==> src/rtl/can_mode_pkg.sv <==
package can_mode_pkg;

  typedef enum logic [2:0] {
    BUS_IDLE    = 3'd0,
    BUS_FRAME   = 3'd1,
    BUS_INTERM  = 3'd2,
    BUS_ERRPASS = 3'd3,
    BUS_OFF     = 3'd4
  } busState_e;

  typedef enum logic [2:0] {
    M_RUN,
    M_FRZ_WAIT,
    M_FROZEN,
    M_DIS_WAIT,
    M_DISABLED,
    M_RESYNC
  } mode_e;

  typedef enum logic [1:0] {
    TGT_OTHER  = 2'd0,
    TGT_TIMER  = 2'd1,
    TGT_ERRCNT = 2'd2,
    TGT_MSGBUF = 2'd3
  } accTgt_e;

  // strobes from the controller to the datapath
  typedef struct packed {
    mode_e nextMode;
    logic  clrSafe;
    logic  clrRec;
  } seqCmd_t;

  typedef struct packed {
    logic prescalerEn;
    logic rxIgnore;
    logic txRecessive;
    logic protoClkEn;
    logic bufClkEn;
    logic errCntWrEn;
    logic notReady;
    logic freezeAck;
    logic lowPowerAck;
  } gateSet_t;

  function automatic gateSet_t gatesFor(mode_e m);
    gateSet_t g;
    g = '{prescalerEn: 1'b1, rxIgnore: 1'b0, txRecessive: 1'b0,
          protoClkEn: 1'b1, bufClkEn: 1'b1, errCntWrEn: 1'b0,
          notReady: 1'b0, freezeAck: 1'b0, lowPowerAck: 1'b0};
    case (m)
      M_FROZEN: begin
        g.prescalerEn = 1'b0;
        g.rxIgnore    = 1'b1;
        g.txRecessive = 1'b1;
        g.errCntWrEn  = 1'b1;
        g.notReady    = 1'b1;
        g.freezeAck   = 1'b1;
      end
      M_DISABLED: begin
        g.prescalerEn = 1'b0;
        g.rxIgnore    = 1'b1;
        g.txRecessive = 1'b1;
        g.protoClkEn  = 1'b0;
        g.bufClkEn    = 1'b0;
        g.notReady    = 1'b1;
        g.lowPowerAck = 1'b1;
      end
      M_RESYNC: begin
        g.txRecessive = 1'b1;
        g.notReady    = 1'b1;
      end
      default: ;
    endcase
    return g;
  endfunction

endpackage

==> src/rtl/can_mode_ctrl.sv <==
module can_mode_ctrl
  import can_mode_pkg::*;
(
  input  logic    clk,
  input  logic    rstN,
  input  logic    haltReq,
  input  logic    freezeEn,
  input  logic    disableReq,
  input  logic    dbgStop,
  input  logic    engineBusy,
  input  logic    safeFrz,
  input  logic    safeDis,
  input  logic    recDone,
  output seqCmd_t cmd
);

  mode_e mode;
  mode_e nextMode;
  logic  freezeWanted;

  assign freezeWanted = freezeEn && (haltReq || dbgStop);

  always_comb begin
    nextMode = mode;
    case (mode)
      M_RUN: begin
        if (disableReq)        nextMode = M_DIS_WAIT;
        else if (freezeWanted) nextMode = M_FRZ_WAIT;
      end
      M_FRZ_WAIT: begin
        if (disableReq)                   nextMode = M_DIS_WAIT;
        else if (!freezeWanted)           nextMode = M_RUN;
        else if (safeFrz && !engineBusy)  nextMode = M_FROZEN;
      end
      M_FROZEN: begin
        if (disableReq)         nextMode = M_DISABLED;
        else if (!freezeWanted) nextMode = M_RESYNC;
      end
      M_DIS_WAIT: begin
        if (!disableReq)                  nextMode = freezeWanted ? M_FRZ_WAIT : M_RUN;
        else if (safeDis && !engineBusy)  nextMode = M_DISABLED;
      end
      M_DISABLED: begin
        if (!disableReq) nextMode = freezeWanted ? M_FROZEN : M_RESYNC;
      end
      M_RESYNC: begin
        if (disableReq) begin
          if (!engineBusy) nextMode = M_DISABLED;
        end else if (freezeWanted) begin
          if (!engineBusy) nextMode = M_FROZEN;
        end else if (recDone) begin
          nextMode = M_RUN;
        end
      end
      default: nextMode = M_RESYNC;
    endcase
  end

  always_ff @(posedge clk or negedge rstN) begin
    if (!rstN) mode <= M_RESYNC;
    else       mode <= nextMode;
  end

  always_comb begin
    cmd.nextMode = nextMode;
    cmd.clrSafe  = (nextMode != mode);
    cmd.clrRec   = (nextMode != M_RESYNC);
  end

  // a freeze taken from the wait state saw the engine quiet
  p_frz_quiet_r4: assert property (@(posedge clk) disable iff (!rstN)
    (mode == M_FROZEN && $past(mode) == M_FRZ_WAIT) |-> !$past(engineBusy));

  // freeze is never entered without the enable
  p_frz_enable_r2: assert property (@(posedge clk) disable iff (!rstN)
    (mode == M_FROZEN && $past(mode) != M_FROZEN) |-> $past(freezeEn));

  // disable from activity needs a safe point and a quiet engine
  p_dis_safe_r10: assert property (@(posedge clk) disable iff (!rstN)
    (mode == M_DISABLED && $past(mode) == M_DIS_WAIT) |-> ($past(safeDis) && !$past(engineBusy)));

endmodule

==> src/rtl/can_mode_dp.sv <==
module can_mode_dp
  import can_mode_pkg::*;
#(
  parameter int RESYNC_BITS = 11,
  parameter int INTERM_W    = 2,
  parameter int INTERM_LAST = 2
) (
  input  logic                clk,
  input  logic                rstN,
  input  seqCmd_t             cmd,
  input  logic [2:0]          busState,
  input  logic [INTERM_W-1:0] intermIdx,
  input  logic                rxSample,
  input  logic                bitStrobe,
  input  logic                accessValid,
  input  logic [1:0]          accessTarget,
  output logic                safeFrz,
  output logic                safeDis,
  output logic                recDone,
  output gateSet_t            gates,
  output logic                accessBlocked
);

  localparam int CW = $clog2(RESYNC_BITS + 1);
  localparam logic [CW-1:0] REC_LAST = CW'(RESYNC_BITS - 1);
  localparam logic [INTERM_W-1:0] IDX_LAST = INTERM_W'(INTERM_LAST);

  logic          frzLatch, disLatch;
  logic          frzNow, disNow;
  logic [CW-1:0] recCnt;

  assign frzNow = (busState == BUS_IDLE) || (busState == BUS_INTERM) ||
                  (busState == BUS_ERRPASS) || (busState == BUS_OFF);
  assign disNow = (busState == BUS_IDLE) || (busState == BUS_OFF) ||
                  ((busState == BUS_INTERM) && (intermIdx == IDX_LAST) &&
                   bitStrobe && rxSample);

  assign safeFrz = frzLatch || frzNow;
  assign safeDis = disLatch || disNow;

  always_ff @(posedge clk or negedge rstN) begin
    if (!rstN) begin
      frzLatch <= 1'b0;
      disLatch <= 1'b0;
    end else if (cmd.clrSafe) begin
      frzLatch <= 1'b0;
      disLatch <= 1'b0;
    end else begin
      frzLatch <= safeFrz;
      disLatch <= safeDis;
    end
  end

  assign recDone = bitStrobe && rxSample && (recCnt == REC_LAST);

  always_ff @(posedge clk or negedge rstN) begin
    if (!rstN)               recCnt <= '0;
    else if (cmd.clrRec)     recCnt <= '0;
    else if (bitStrobe) begin
      if (!rxSample || recDone) recCnt <= '0;
      else                      recCnt <= recCnt + 1'b1;
    end
  end

  always_ff @(posedge clk or negedge rstN) begin
    if (!rstN) gates <= gatesFor(M_RESYNC);
    else       gates <= gatesFor(cmd.nextMode);
  end

  assign accessBlocked = gates.lowPowerAck && accessValid &&
                         (accessTarget != TGT_OTHER);

  // the two acknowledges never overlap
  p_ack_excl_r9: assert property (@(posedge clk) disable iff (!rstN)
    !(gates.freezeAck && gates.lowPowerAck));

  // error counter writes only with freeze acknowledged
  p_errwr_frozen_r6: assert property (@(posedge clk) disable iff (!rstN)
    gates.errCntWrEn |-> gates.freezeAck);

  // clocks are off whenever low power is acknowledged
  p_clk_off_r11: assert property (@(posedge clk) disable iff (!rstN)
    gates.lowPowerAck |-> (!gates.protoClkEn && !gates.bufClkEn));

  // the run counter stays inside its window
  p_cnt_range_r8: assert property (@(posedge clk) disable iff (!rstN)
    recCnt < CW'(RESYNC_BITS));

  // ready returns only on a recessive bit sample
  p_ready_on_rec_r8: assert property (@(posedge clk) disable iff (!rstN)
    $fell(gates.notReady) |-> $past(bitStrobe && rxSample));

endmodule

==> src/rtl/can_mode_seq.sv <==
module can_mode_seq
  import can_mode_pkg::*;
#(
  parameter int RESYNC_BITS = 11,
  parameter int INTERM_W    = 2,
  parameter int INTERM_LAST = 2
) (
  input  logic                clk,
  input  logic                rstN,
  input  logic                haltReq,
  input  logic                freezeEn,
  input  logic                disableReq,
  input  logic                dbgStop,
  input  logic [2:0]          busState,
  input  logic [INTERM_W-1:0] intermIdx,
  input  logic                rxSample,
  input  logic                bitStrobe,
  input  logic                engineBusy,
  input  logic                accessValid,
  input  logic [1:0]          accessTarget,
  output logic                prescalerEn,
  output logic                rxIgnore,
  output logic                txRecessive,
  output logic                protoClkEn,
  output logic                bufClkEn,
  output logic                errCntWrEn,
  output logic                notReady,
  output logic                freezeAck,
  output logic                lowPowerAck,
  output logic                accessBlocked
);

  seqCmd_t  cmd;
  gateSet_t gates;
  logic     safeFrz, safeDis, recDone;

  can_mode_ctrl i_ctrl (
    .clk        (clk),
    .rstN       (rstN),
    .haltReq    (haltReq),
    .freezeEn   (freezeEn),
    .disableReq (disableReq),
    .dbgStop    (dbgStop),
    .engineBusy (engineBusy),
    .safeFrz    (safeFrz),
    .safeDis    (safeDis),
    .recDone    (recDone),
    .cmd        (cmd)
  );

  can_mode_dp #(
    .RESYNC_BITS (RESYNC_BITS),
    .INTERM_W    (INTERM_W),
    .INTERM_LAST (INTERM_LAST)
  ) i_dp (
    .clk           (clk),
    .rstN          (rstN),
    .cmd           (cmd),
    .busState      (busState),
    .intermIdx     (intermIdx),
    .rxSample      (rxSample),
    .bitStrobe     (bitStrobe),
    .accessValid   (accessValid),
    .accessTarget  (accessTarget),
    .safeFrz       (safeFrz),
    .safeDis       (safeDis),
    .recDone       (recDone),
    .gates         (gates),
    .accessBlocked (accessBlocked)
  );

  assign prescalerEn = gates.prescalerEn;
  assign rxIgnore    = gates.rxIgnore;
  assign txRecessive = gates.txRecessive;
  assign protoClkEn  = gates.protoClkEn;
  assign bufClkEn    = gates.bufClkEn;
  assign errCntWrEn  = gates.errCntWrEn;
  assign notReady    = gates.notReady;
  assign freezeAck   = gates.freezeAck;
  assign lowPowerAck = gates.lowPowerAck;

endmodule

==> config.mk <==
export PLATFORM = sky130hd
export DESIGN_NAME = can_mode_seq
export DESIGN_NICKNAME = d
export VERILOG_FILES = /design/src/rtl/can_mode_pkg.sv /design/src/rtl/can_mode_ctrl.sv /design/src/rtl/can_mode_dp.sv /design/src/rtl/can_mode_seq.sv
export SDC_FILE = /design/constraint.sdc
export NUM_CORES = 1
export LEC_CHECK = 0
export BUFFER_PORTS_ARGS = -buffer_cell sky130_fd_sc_hd__buf_2
export CORE_MARGIN = 2
export CORE_UTILIZATION = 50
export DETAILED_ROUTE_END_ITERATION = 8
export PLACE_DENSITY = 0.76
export SYNTH_ARGS = -nofsm -noshare
export SYNTH_HDL_FRONTEND = slang
export SYNTH_SLANG_ARGS = --single-unit
==> constraint.sdc <==
create_clock -name clk -period 2.2 [get_ports clk]
set_clock_uncertainty 0.15 [all_clocks]
set_input_delay 0.44 -clock clk [delete_from_list [all_inputs] [get_ports clk]]
set_output_delay 0.44 -clock clk [all_outputs]
set_load 0.01 [all_outputs]
=== After elaboration in Yosys (flattened, before gate mapping) ===
Index checks and enable logic that the tools add are counted.

* Add/sub/neg operators: 1
* Multipliers: 0
* Div/mod/pow operators: 0
* $lt $le $gt $ge: 0
* Eq/ne operators: 15
* Shifts and indexed selects: 0
* Mux-type cells: 28
* Bitwise operators: 0
* Reductions and logical operators: 27

{| class="wikitable"
|+ Operators with widths
! operator !! number
|-
| 2-to-1 mux 3 bit || 16
|-
| one-hot mux 3 bit (6 select lines) || 1
|-
| == test 3 x 2 -> 1 bit (second input constant) || 5
|-
| == test 3 bit (second input constant) || 5
|-
| 2-to-1 mux 4 bit || 3
|-
| logical AND 1 bit || 10
|-
| logical OR 1 bit || 9
|-
| zero test 3 bit || 2
|-
| 2-to-1 mux 1 bit || 6
|-
| adder 4 x 1 -> 4 bit (second input constant) || 1
|-
| == test 4 bit (second input constant) || 1
|-
| 2-to-1 mux 2 bit || 2
|-
| nonzero test 2 bit || 2
|-
| == test 3 x 1 -> 1 bit (second input constant) || 1
|-
| inequality test 3 bit || 1
|-
| inequality test 3 bit (second input constant) || 1
|-
| OR reduction 3 bit || 1
|-
| == test 2 bit (second input constant) || 1
|-
| zero test 1 bit || 2
|-
| OR reduction 2 bit || 1
|}

* Bits in registers: 16
* Bits in latches: 0
* Bits in writable memories: 0
* Memory bits (read-only): 0
* Logic and storage cells: 82
* Memories kept: 0

=== Logic depth before layout (Yosys ltp) ===
Gate-level depths: netlist (run 1).

* Word-level depth: 13
* Depth in mapped cells: 8
* Depth with buffers taken out: 8

=== By module ===
Synthesis (run 1) repeated with hierarchy kept, for this count alone.

* Cells, all modules: 127
* Area total of the unflattened synthesis: 1072.3 sq um

{| class="wikitable"
|+ By module, submodules not included
! module !! times used !! cells each !! area each (sq um)
|-
| can_mode_dp || 1 || 56 || 584.3
|-
| can_mode_ctrl || 1 || 71 || 488.0
|}

=== Worst setup path after synthesis (run 1) ===
Ideal clock, no wire load.

* Path type: input to register
* Start: input port disableReq
* End: register i_dp.recCnt[1]
* Library setup time: 94 ps
* Data arrival time: 1648 ps
* Required time: 1956 ps
* Path slack: 308 ps
* Stages: 6
* Path buffers: 2
* Path through: buf_6 > or4_1 > o21ai_1 > o21ba_1 > buf_6 > a221oi_2

* Cells in the longest elaborated chain, start to end: 4
* Elaborated cells on any way between the ends: 10
* Those cells by class: 1 x eq/ne; 8 x mux; 1 x reduce/logical

{| class="wikitable"
|+ Ends and longest elaborated chain
! element !! line !! source
|-
| start: declaration || can_mode_seq.sv:12 || <nowiki>input logic disableReq,</nowiki>
|-
| 2-to-1 mux 3 bit, or another cell as far along || can_mode_ctrl.sv:47 || <nowiki>if (disableReq) begin</nowiki>
|-
| one-hot mux 3 bit (6 select lines) * || can_mode_ctrl.sv:25 || <nowiki>case (mode)</nowiki>
|-
| inequality test 3 bit * || can_mode_ctrl.sv:67 || <nowiki>cmd.clrRec = (nextMode != M_RESYNC);</nowiki>
|-
| 2-to-1 mux 4 bit / nonzero test 2 bit (equally long branches) || n/a ||
|-
| end signal: assignment || can_mode_dp.sv:61 || <nowiki>else recCnt <= recCnt + 1'b1;</nowiki>
|-
| end: declaration || can_mode_dp.sv:30 || <nowiki>logic [CW-1:0] recCnt;</nowiki>
|}

Mark *: on every way between the ends. The rest lies on a longest branch, timed or not.
A chain may end at the register's enable or synchronous reset.

==> results of run 1 <==
[layout make-up]
| type | instances | area (um2) |
|---|---|---|
| Fill cell | 187 | 742.0 |
| Inverter | 8 | 30.03 |
| Multi-Input combinational cell | 76 | 564.3 |
| Clock buffer | 3 | 22.52 |
| Tap cell | 27 | 33.78 |
| Sequential cell | 15 | 381.6 |
| Clock inverter | 1 | 5.005 |
| Timing Repair Buffer | 30 | 162.7 |
[flip-flops by register name, indices dropped and copies added (netlist names)]
| signal | count |
|---|---|
| i_ctrl.mode | 3 |
| i_dp.disLatch | 1 |
| i_dp.frzLatch | 1 |
| i_dp.gates | 6 |
| i_dp.recCnt | 4 |
[worst max path at each step]
stage | start | endpoint | slack, ns | cells past startpoint
final | i_dp.recCnt[0]$_DFFE_PN0P_ | i_dp.gates[6]$_DFF_PN1_ | 0.14 | 8
after global routing | i_dp.recCnt[0]$_DFFE_PN0P_ | i_dp.gates[8]$_DFF_PN1_ | -0.03 | 8
after CTS | i_dp.recCnt[0]$_DFFE_PN0P_ | i_dp.gates[8]$_DFF_PN1_ | 0.08 | 8
after detailed placement | i_dp.recCnt[0]$_DFFE_PN0P_ | i_dp.gates[8]$_DFF_PN1_ | 0.11 | 8
after global placement | i_dp.recCnt[0]$_DFFE_PN0P_ | i_dp.gates[8]$_DFF_PN1_ | 0.12 | 8
after floorplan | disableReq | i_dp.recCnt[1]$_DFFE_PN0P_ | 0.31 | 6
[critical path, stage by stage, from the launching register on]
cell,delay (ns)
dfrtp_1,0.42
inv_1,0.09
ha_1,0.18
nand3b_1,0.15
o32ai_1,0.29
a211o_1,0.17
o311a_4,0.26
inv_1,0.11
o21ai_0,0.17
[per-layer routing]
metal / routed length (um) / vias up
met2: 1189 / 30
met3: 78 / 11
met1: 907 / 445
met5: 0 / -
met4: 85 / 0
li1: - / 445
[through the flow]
step                instances  hold WS [ns]
global route              160        0.4281
global placement          152        0.1920
finish                    160        0.3971
floorplan                 106     -0.005591
detailed placement        152        0.1940
CTS                       157        0.4021
[repair_timing]
item,4_1_cts,5_1_grt
endpoints found under the hold margin,10,0
gates resized for setup,0,2
setup endpoints to repair,0,1
setup buffers,0,3
hold buffers,1,0
[layout by cell type, fill, tap and decap left out, types with 2 or more instances in the layout]
master     instances
buf_4              3
nor2_1            10
nand2b_1           4
nand3_1            2
nor3b_1            2
dfrtp_1           10
ha_1               2
clkbuf_4           3
a221oi_2           2
nand2_1            4
a211oi_1           3
a211o_1            2
or2_2              3
o21ai_1            2
a2111oi_2          2
dfstp_2            5
buf_2             26
inv_1              8
o21ai_0            4
a21oi_1            7
[power breakdown]
part           switching [mW]  internal [mW]
combinational           0.392          0.312
clock                  0.0859         0.0675
sequential             0.0957          0.403
total                   0.573          0.783
[cells by family (layout without fill, tap and decap cells)]
family	after synthesis	in the layout
fa+ha+maj	2	2
simple gates	33	33
flops	15	15
buf+inv	15	42
mux	2	2
compound gates	39	39
==> metrics, run 1 <==
outcome finished clean; Avg Vias per Cell 5.819; standard-cell row count 16; Hold Path Class in2reg; max cap viols 0; Compound-Gate Fraction of Synth Area 30.65%; max-slew violation count 0; first-pass GRT wire length 3.746 mm; layout cells sized above 1 39.10%; PnR Total Power 1.356 mW; RSZ-0062 raised after global routing true; Post-Layout Inst Area 1200 um2; min Tclk post-route 2.059 ns; clock latency on the worst-skew pair 0.28 ns; CTS clk-pin slew, worst paths 0.09 ns; synth cell count leaders dfrtp_1, nor2_1, inv_1; post-synthesis adder-cell area fraction 2.442%; Root Driver clkbuf_4; main combinational cell family by area after synthesis compound AO/OA/AOI/OAI gates; Synth Area in Simple Gates 18.68%; largest net degree at the start of global routing 16; synthesized net count 125; I/O pin count 27; Initial Utilization 52.77%; fin util 61.79%; I/O Buffers 26; detailed placement HPWL 1.655 mm; DR pass1 iterations 4; total grt overflow 0; H-tree levels 1; Sink Count 15; die area 2428 um2; Async SR Flop Fraction 100.0%; CP arrival 2.12 ns; Tcrit/Tclk final 93.58%; Pwr Density 1130 nW/um2; Final ANT Viol Nets 0; Post-synth EDFFs 0; detailed-route via count 931; Core Footprint 1942 um2; Clock Tree Buf Depth 2; Synthesis Warnings 0; # setup viols final 0; final critical-path setup slack 0.1412 ns; hold path startpoint busState[0]; worst-margin pin slew 0.7237 ns; gpl congestion 0.8479; Seq cells post-synth 15; top cell type's share of synthesized area 24.42%; met2 global-route usage 34.23%; CP Capture Type flop; RR Endpoint i_dp.gates[6]$_DFF_PN1_; CTS tree built; CTS buffer count 3; Starting DRT DRC Count 18; GRT Util Overall 20.08%; post-synthesis xor/xnor area fraction 0%; synth-to-layout area growth 17.09%; setup TNS 0 ns; grt peak-use layer met2; Layout Nets 153; VDD IR-drop max 0.0007474 V; mux share of post-synthesis cell area 2.076%; Top FF cell, synth dfrtp_1; worst r2r src i_dp.recCnt[0]$_DFFE_PN0P_; Avg Inst Size Synth 9.667 um2; Rel. slew slack 50.51%; P_leak 0.5444 nW; GR Util met3 2.454%; die width 49.27 um; Min-Delay Path Depth 4; critical path startpoint category flop; WP data required 2.26 ns; Cells after Synth 106; hold worst-path end i_dp.disLatch$_DFF_PN0_; Post-Syn Area 1025 um2; dominant cells by area after synthesis dfrtp_1, dfstp_2, nor2_1; DR WL/cell 14.13 um; worst slack at placement 0.1112 ns; Final Hold Viols 0; Post-Route WL 2.261 mm; area post-placement 1127 um2; worst reg-to-reg path cell count 8; Unique masters post-synth 48; # DRC 0; GR Util met1 23.67%; cell taking the most area after synthesis dfrtp_1; vias in the first global route 892; initial antenna violation count 0; worst setup path class reg2reg; worst-path fanout max 9; diodes inserted 0; die height 49.27 um; register-to-register setup slack 0.14 ns; sequential share of the synthesized area 37.24%; FMAX 485.7 MHz
(Power assumes the default switching activity.)
==> run 2, diff against run 1 <==
--- a/config.mk
+++ b/config.mk
@@ -8,7 +8,7 @@
 export BUFFER_PORTS_ARGS = -buffer_cell sky130_fd_sc_hd__buf_2
 export CORE_MARGIN = 2
-export CORE_UTILIZATION = 50
+export CORE_UTILIZATION = 51
 export DETAILED_ROUTE_END_ITERATION = 8
-export PLACE_DENSITY = 0.76
+export PLACE_DENSITY = 0.78
 export SYNTH_ARGS = -nofsm -noshare
 export SYNTH_HDL_FRONTEND = slang
==> constraint.sdc (replaced) <==
create_clock -name clk -period 2.2 [get_ports clk]
set_clock_uncertainty 0.15 [all_clocks]
set_input_delay 0.22 -clock clk [delete_from_list [all_inputs] [get_ports clk]]
set_output_delay 0.22 -clock clk [all_outputs]
set_load 0.01 [all_outputs]
==> run 2 against run 1 <==
  * Core utilization down 0.92 points
  * Critical path depth down 3
  * Die area down 1.8%
  * Setup slack better by 0.0088 ns
  * Sequential share of layout area up 0.82 points
  * Critical endpoint is now i_dp.recCnt[1]$_DFFE_PN0P_
  * Highest routed layer unchanged
  * Largest cell class unchanged
  * Register-to-register slack about the same
  * Hold slack worse by 0.22 ns
  * Routed wire length down 6.1%
==> metrics, run 2 (synthesis results as in run 1) <==
worst reg-to-reg path cell count 5; max cap viols 0; Rel. slew slack 59.91%; I/O pin count 27; min Tclk post-route 2.050 ns; die height 48.83 um; detailed placement HPWL 1.643 mm; Avg Vias per Cell 5.669; Sink Count 15; layout cells sized above 1 36.15%; # DRC 0; gpl congestion 0.8982; CP startpoint i_ctrl.mode[0]$_DFF_PN1_; worst-margin pin slew 0.5862 ns; Clock Tree Buf Depth 2; Core Footprint 1922 um2; vias in the first global route 844; Tcrit/Tclk final 93.18%; biggest regs i_dp.gates: 6 flops, i_dp.recCnt: 4 flops, i_ctrl.mode: 3 flops; GRT Util Overall 18.85%; max-slew violation count 0; Root Driver clkbuf_4; total grt overflow 0; setup TNS 0 ns; leading cell types in the layout, fill and taps excluded buf_2, nor2_1, dfrtp_1, inv_1, a21oi_1; detailed-route via count 890; first-pass GRT wire length 3.525 mm; CP arrival 2.09 ns; VDD IR-drop max 0.0006936 V; critical path startpoint category flop; largest net degree at the start of global routing 16; I/O Buffers 26; worst r2r src i_ctrl.mode[0]$_DFF_PN1_; Starting DRT DRC Count 14; CTS tree built; max FFs per register 6; Biggest register i_dp.gates; worst-path fanout max 9; Post-Route WL 2.122 mm; cells along the critical path nand2_1, or2_2, o21ai_1, o21ba_1, a221oi_2; Final ANT Viol Nets 0; clock latency on the worst-skew pair 0.28 ns; H-tree levels 1; CTS buffer count 3; CTS clk-pin slew, worst paths 0.08 ns; die area 2384 um2; Pwr Density 1104 nW/um2; Initial Utilization 53.32%; Layout Nets 150; CP Capture Point i_dp.recCnt[1]$_DFFE_PN0P_; Cells after DPL 152; synth-to-layout area growth 14.16%; standard-cell row count 16; commonest non-fill, non-tap cell in the layout buf_2; slowest CP cell dfstp_2; register-to-register setup slack 0.15 ns; outcome finished clean; FMAX 487.8 MHz; slowest stage delay, CP 0.63 ns; CP Capture Type flop; non-filler instance count after layout 157; DR pass1 iterations 5; RR Endpoint i_dp.recCnt[1]$_DFFE_PN0P_; Final Hold Viols 0; WP data required 2.24 ns; die width 48.83 um; diodes inserted 0; Hold Path Class in2reg; DR WL/cell 13.52 um; initial antenna violation count 0; RSZ-0062 raised after global routing false; # setup viols final 0; worst setup path class reg2reg; P_leak 0.5262 nW
==> run 2: cell count changes in the layout (fill, tap and decap cells not counted), sizes merged <==
| cell | before | now |
|---|---|---|
| clkinv | 1 | 0 |
| buf | 29 | 26 |
| clkbuf | 3 | 4 |
==> run 2: repair_timing <==
| action | 4_1_cts | 5_1_grt |
|---|---|---|
| endpoints found under the setup margin | 0 | 2 |
| hold endpoints to repair | 15 | 0 |
| hold buffers | 1 | 0 |
| gates resized for setup | 0 | 2 |
| setup buffers | 0 | 0 |
==> run 2: layout make-up <==
| type | count | area (um2) |
|---|---|---|
| Tap cell | 27 | 33.78 |
| Fill cell | 183 | 752.0 |
| Inverter | 8 | 30.03 |
| Sequential cell | 15 | 381.6 |
| Clock buffer | 4 | 26.28 |
| Multi-Input combinational cell | 76 | 558.0 |
| Timing Repair Buffer | 27 | 140.1 |
==> run 2: how the worst min path moves through the flow <==
| stage | from | end | slack (ns) | cells after the start |
|---|---|---|---|---|
| 2_1_floorplan | rstN | i_ctrl.mode[1]$_DFF_PN0_ | -0.23 | 0 |
| 3_3_place_gp | rstN | i_dp.gates[0]$_DFF_PN0_ | -0.02 | 1 |
| 3_5_place_dp | rstN | i_dp.gates[7]$_DFF_PN0_ | -0.02 | 1 |
| 4_1_cts | bitStrobe | i_dp.recCnt[0]$_DFFE_PN0P_ | 0.17 | 3 |
| 5_1_grt | bitStrobe | i_dp.recCnt[0]$_DFFE_PN0P_ | 0.19 | 3 |
| 6_report | bitStrobe | i_dp.recCnt[0]$_DFFE_PN0P_ | 0.18 | 3 |
==> run 2: where the power goes <==
part | total [mW] | switching, mW | internal (mW)
Combinational | 0.644 | 0.377 | 0.267
Clock | 0.152 | 0.0817 | 0.0705
Sequential | 0.496 | 0.0926 | 0.403
==> run 2: critical path: cells and delay by family, from the launching register on <==
kind	cells	cell delay (ns)
compound gates	3	0.76
flops	1	0.63
simple gates	2	0.41
==> run 2: per-layer routing <==
| layer | up-vias | global-route usage [%] | part of all wire [%] | routed length, um |
|---|---|---|---|---|
| met3 | 2 | 2.454 | 7.6 | 162 |
| met5 | - | 0 | 0 | 0 |
| li1 | 437 | - | - | - |
| met1 | 414 | 23.95 | 41 | 879 |
| met4 | 0 | 7.143 | 0.57 | 12 |
| met2 | 37 | 32.65 | 50 | 1066 |
==> run 2: metrics by stage <==
step	utilization, %	instance area (um2)	worst slack (ns)	hold slack, ns	power [mW]
floorplan	-	1025	0.3289	-0.2256	1.022
global placement	58.66	1127	0.1895	-0.02350	1.113
detailed placement	58.66	1127	0.1410	-0.01876	1.140
CTS	60.55	1164	0.1369	0.1702	1.300
global route	60.87	1170	0.01030	0.1926	1.393
finish	60.87	1170	0.1500	0.1802	1.292
